[config.mk]
export PLATFORM = sky130hd
export DESIGN_NAME = junction_signal_ctrl
export DESIGN_NICKNAME = d
export VERILOG_FILES = /design/src/rtl/junction_signal_ctrl.sv
export SDC_FILE = /design/constraint.sdc
export NUM_CORES = 1
export LEC_CHECK = 0
export ABC_AREA = 1
export CELL_PAD_IN_SITES_DETAIL_PLACEMENT = 0
export CELL_PAD_IN_SITES_GLOBAL_PLACEMENT = 1
export CORE_UTILIZATION = 39
export CTS_BUF_LIST = sky130_fd_sc_hd__clkbuf_4 sky130_fd_sc_hd__clkbuf_8
export CTS_CLUSTER_SIZE = 25
export DETAILED_ROUTE_END_ITERATION = 8
export PLACE_DENSITY = 0.9
export SKIP_CTS_REPAIR_TIMING = 1
export SLEW_MARGIN = 10
export SYNTH_ARGS = -nofsm -noshare
export SYNTH_HDL_FRONTEND = slang
export SYNTH_SLANG_ARGS = --single-unit
[constraint.sdc]
create_clock -name clk -period 4.7 [get_ports clk]
set_clock_uncertainty 0.1 [all_clocks]
set_input_delay 0.705 -clock clk [delete_from_list [all_inputs] [get_ports clk]]
set_output_delay 0.705 -clock clk [all_outputs]
set_load 0.01 [all_outputs]
[src/rtl/junction_signal_ctrl.sv]
`timescale 1ns/1ps
module junction_signal_ctrl #(
  parameter int MAJOR_MIN  = 40,
  parameter int AMBER_SECS = 4,
  parameter int MINOR_MAX  = 20
) (
  input  logic       clk,
  input  logic       rst,
  input  logic       tick,
  input  logic       minor_req,
  output logic       ew_red,
  output logic       ew_yellow,
  output logic       ew_green,
  output logic       ns_red,
  output logic       ns_yellow,
  output logic       ns_green,
  output logic [3:0] bcd_tens,
  output logic [3:0] bcd_ones,
  output logic [6:0] seg_tens,
  output logic [6:0] seg_ones
);

  localparam int LONGEST = (MAJOR_MIN > MINOR_MAX) ?
                           ((MAJOR_MIN > AMBER_SECS) ? MAJOR_MIN : AMBER_SECS) :
                           ((MINOR_MAX > AMBER_SECS) ? MINOR_MAX : AMBER_SECS);
  localparam int CW = $clog2(LONGEST + 1);
  localparam logic [CW-1:0] LD_MAJ = CW'(MAJOR_MIN);
  localparam logic [CW-1:0] LD_AMB = CW'(AMBER_SECS);
  localparam logic [CW-1:0] LD_MIN = CW'(MINOR_MAX);
  localparam logic [CW-1:0] ONE    = CW'(1);

  typedef enum logic [2:0] {P_EW_GO, P_EW_HOLD, P_EW_AMB, P_NS_GO, P_NS_AMB} phase_t;

  phase_t        phase;
  logic [CW-1:0] remain;
  logic [1:0]    sync;
  logic          demand, last_sec;

  assign demand   = sync[1];
  assign last_sec = tick && (remain == ONE);

  always_ff @(posedge clk) begin
    if (rst) begin
      phase  <= P_EW_GO;
      remain <= LD_MAJ;
      sync   <= 2'b00;
    end else begin
      sync <= {sync[0], minor_req};
      case (phase)
        P_EW_GO:
          if (last_sec) begin
            if (demand) begin
              phase  <= P_EW_AMB;
              remain <= LD_AMB;
            end else begin
              phase  <= P_EW_HOLD;
              remain <= '0;
            end
          end else if (tick) remain <= remain - ONE;
        P_EW_HOLD:
          if (demand) begin
            phase  <= P_EW_AMB;
            remain <= LD_AMB;
          end
        P_EW_AMB:
          if (last_sec) begin
            phase  <= P_NS_GO;
            remain <= LD_MIN;
          end else if (tick) remain <= remain - ONE;
        P_NS_GO:
          if (!demand || last_sec) begin
            phase  <= P_NS_AMB;
            remain <= LD_AMB;
          end else if (tick) remain <= remain - ONE;
        P_NS_AMB:
          if (last_sec) begin
            phase  <= P_EW_GO;
            remain <= LD_MAJ;
          end else if (tick) remain <= remain - ONE;
        default: begin
          phase  <= P_EW_GO;
          remain <= LD_MAJ;
        end
      endcase
    end
  end

  assign ew_green  = (phase == P_EW_GO) || (phase == P_EW_HOLD);
  assign ew_yellow = (phase == P_EW_AMB);
  assign ew_red    = !(ew_green || ew_yellow);
  assign ns_green  = (phase == P_NS_GO);
  assign ns_yellow = (phase == P_NS_AMB);
  assign ns_red    = !(ns_green || ns_yellow);

  assign bcd_tens = 4'(remain / CW'(10));
  assign bcd_ones = 4'(remain % CW'(10));

  function automatic logic [6:0] seg7(input logic [3:0] d);
    case (d)
      4'd0: seg7 = 7'h3F;
      4'd1: seg7 = 7'h06;
      4'd2: seg7 = 7'h5B;
      4'd3: seg7 = 7'h4F;
      4'd4: seg7 = 7'h66;
      4'd5: seg7 = 7'h6D;
      4'd6: seg7 = 7'h7D;
      4'd7: seg7 = 7'h07;
      4'd8: seg7 = 7'h7F;
      4'd9: seg7 = 7'h6F;
      default: seg7 = 7'h00;
    endcase
  endfunction

  assign seg_tens = seg7(bcd_tens);
  assign seg_ones = seg7(bcd_ones);

  p_min_green_r2: assert property (@(posedge clk) disable iff (rst)
    (phase == P_EW_GO && !last_sec) |=> (phase == P_EW_GO));

  p_idle_hold_r3: assert property (@(posedge clk) disable iff (rst)
    (phase == P_EW_HOLD && !demand) |=> (phase == P_EW_HOLD && remain == '0));

  p_amber_load_r4: assert property (@(posedge clk) disable iff (rst)
    $rose(ew_yellow) |-> (remain == LD_AMB));

  p_ns_entry_r5: assert property (@(posedge clk) disable iff (rst)
    $rose(ns_green) |-> ($past(ew_yellow) && remain == LD_MIN));

  p_early_end_r6: assert property (@(posedge clk) disable iff (rst)
    (phase == P_NS_GO && !demand) |=> (phase == P_NS_AMB && remain == LD_AMB));

  p_tick_only_r8: assert property (@(posedge clk) disable iff (rst)
    (!tick && phase != P_EW_HOLD && !(phase == P_NS_GO && !demand)) |=> $stable(remain));

  p_ew_return_r9: assert property (@(posedge clk) disable iff (rst)
    $rose(ew_green) |-> $past(ns_yellow));

endmodule

==> Flow_metrics.wiki <==
{| class="wikitable"
! Metric !! Value
|-
| Status || complete, no violations
|-
| Hold path cells || 2
|-
| Leading cell types by total area after synthesis || dfxtp_1 15%, nand2_1 15%, ha_1 14%
|-
| CTS tree || done
|-
| Proportion of layout cells with a drive suffix above 1 || 0.1429
|-
| Number of fill cells || 356
|-
| Worst slew margin || 0.6473
|-
| Buffer cell driving the clock tree root || clkbuf_8
|-
| TritonCTS Buffers || 3
|-
| Final setup viols || 0
|-
| Data required time at the worst endpoint || 3.89 ns
|-
| Synthesized cell area || 1438 sq um
|-
| Path category of the worst min-delay check || reg -> reg
|-
| Die X-Extent || 62.72 microns
|-
| RSZ-0062 raised after global routing || no
|-
| Sum of overflow across all layers after global routing || 0
|-
| FF-to-FF path depth || 11
|-
| Final std cells w/o fill || 305
|-
| Final hold violation count || 0
|-
| Diode insertion count for antenna repair || 0
|-
| Routed wire length || 3.130 mm
|-
| Clock-pin slew on the worst setup and hold paths || 0.05 ns
|-
| Category of the most critical setup path || reg -> out
|-
| Core box area || 3442 sq um
|-
| Final critical-path required period || 3.949 ns
|-
| Die Footprint || 3933 sq um
|-
| Buffers from clock root to sink, at most || 2
|-
| Startpoint of the tightest hold check path || sync[0]
|-
| #FFs+latches synth || 11
|-
| Number of levels the H-tree was split into || 1
|-
| Count of vias placed by the detailed router || 1,486
|-
| Synthesized area per cell || 6.251 sq um
|-
| CTS sink cnt || 11
|-
| Y dimension of the die || 62.72 microns
|-
| Accumulated negative setup slack || 0 ns
|-
| Number of nets with antenna violations after detailed routing || 0
|-
| GRT Resource Usage Total || 0.1700
|-
| Register cell area after layout || 220.2 sq um
|-
| Post-route DRC || 0
|-
| Kind of start point of the critical path || flop
|-
| Asr flop ratio synth || 0
|-
| Pin count of the biggest net entering global routing || 12
|-
| Crit Reg-Reg Endpoint || remain[4]
|-
| Number of max-cap violations || 0
|-
| Half-perimeter wire length of the detailed placement result || 2.579 mm
|-
| Cells after Synth || 230
|-
| Area share of the largest cell type after synthesis || 0.1532
|-
| Largest driver fanout on the critical path || 10
|-
| Post-synth top cells || 56 x nand2_1, 28 x inv_1, 20 x nand3_1, 20 x nor2_1, 16 x ha_1
|-
| Share of synthesized area occupied by flip-flops and latches || 0.1532
|-
| Number of instances in the placed design || 301
|-
| Cell type with the highest aggregate area in the netlist || dfxtp_1
|-
| Arrival @ worst endpoint || 3.14 ns
|-
| Fin. max-slew vios || 0
|-
| Effective utilization at floorplan || 0.4177
|-
| Vias in the first global route || 1,304
|-
| Clock latency at the later pin of the worst-skew pair || 0.24 ns
|-
| GPL Wtd Cong || 0.8891
|-
| Final worst-path cycle share || 0.8401
|-
| Ys flop type || dfxtp_1
|-
| Worst-case hold path end point || sync[1]
|-
| Drt initial violations || 59
|-
| Total number of placement rows || 21
|-
| Sort of element at the end of the critical path || primary output
|-
| Initial antenna violation count || 0
|-
| Most common cell in the netlist || nand2_1
|-
| Average wire per standard cell || 10.26 microns
|-
| Boundary pin count || 32
|-
| First-pass GRT wire length || 5.637 mm
|-
| Start of the worst register-to-register path || remain[1]
|-
| Ratio of routed vias to standard cells || 4.872
|-
| Port buffer count || 30
|-
| Maximum clock rate || 253.3 MHz
|-
| Pin slew with the least headroom to its limit || 0.5271 ns
|-
| Post-synthesis net count || 250
|-
| Library cells used by synthesis || 34
|-
| Register-to-register setup slack || 2.63 ns
|-
| Number of nets at the end of the flow || 280
|-
| Multi-input gate area in the final layout || 1045 sq um
|-
| Pre-Repair DR Iteration Count || 4
|-
| Final hold slack || 0.3058 ns
|-
| Area overhead of the layout relative to synthesis || 25.50%
|-
| Number of flops mapped to enable cells by yosys || 0
|-
| Yosys Warn Count || 0
|}
==> stage by stage <==
stage          setup WS (ns)  area, sq um  utilization
6_report              0.7515         1804       0.5242
5_1_grt               0.4772         1804       0.5242
2_1_floorplan          1.686         1438            -
4_1_cts               0.7308         1804       0.5242
3_5_place_dp          0.9931         1758       0.5107
3_3_place_gp           1.108         1758       0.5107
==> routing by layer <==
metal / vias up / share of wire / track usage
met1: 661 / 0.49 / 0.2195
li1: 787 / - / -
met5: - / 0 / 0
met4: 0 / 0.0073 / 0.04360
met3: 3 / 0.040 / 0.02190
met2: 35 / 0.46 / 0.2948
==> kinds of logic after synthesis <==
group / share of synthesized area
and+or+nand+nor: 0.4030
buffers and inverters: 0.1201
AOI/OAI and AO/OA: 0.1636
adders and majority gates: 0.1393
DFF: 0.1532
xor gates and xnor gates: 0.01828
other: 0.002608
==> final cells by class <==
cell class	instances	share of cell area
Clock inverter	1	0.002774
Tap cell	46	0.03190
Timing Repair Buffer	30	0.1664
Clock buffer	3	0.02288
Sequential cell	11	0.1221
Inverter	36	0.07490
Multi-Input combinational cell	178	0.5791
==> cell usage in the layout, fill, tap and decap left out, drive strengths merged, types with 5 or more instances in the layout <==
cell type	instances
nand2	69
dfxtp	11
clkdlybuf4s50	30
o21ai	16
nor2	24
nand3	21
nor3	5
ha	16
a21oi	12
inv	35
==> critical path, cell delays in order (launching register included) <==
cell and delay (ns):
dfxtp_1 0.46, inv_2 0.11, ha_1 0.29, nand2_1 0.06
nand2_2 0.12, inv_2 0.06, nand2_1 0.06, nand3_1 0.07
nand2_2 0.09, nand2_2 0.08, nand2_4 0.11, nand2_8 0.09
nand2_1 0.08, nand2_1 0.09, ha_1 0.29, inv_1 0.04
nand3_1 0.07, nand2_1 0.05, inv_1 0.05, nand2_1 0.04
nand2_1 0.05, clkdlybuf4s50_1 0.53
==> worst max path at each step <==
stage                          from  slack [ns]  depth (start not counted)     endpoint
after floorplan           remain[3]        1.69                         18  seg_ones[3]
after global placement    remain[3]        1.11                         21  seg_ones[3]
after detailed placement  remain[3]        0.99                         21  seg_ones[3]
after CTS                 remain[3]        0.73                         21  seg_ones[3]
after global routing      remain[3]        0.48                         21  seg_ones[3]
final                     remain[3]        0.75                         21  seg_ones[3]
==> flip-flops by register name (all words and copies together) (netlist names) <==
name,cells
phase,3
remain,6
sync,2
Power is left out: the tool's default activity adds up to more than one toggle a clock period on the data nets, which glitch-free logic cannot reach.
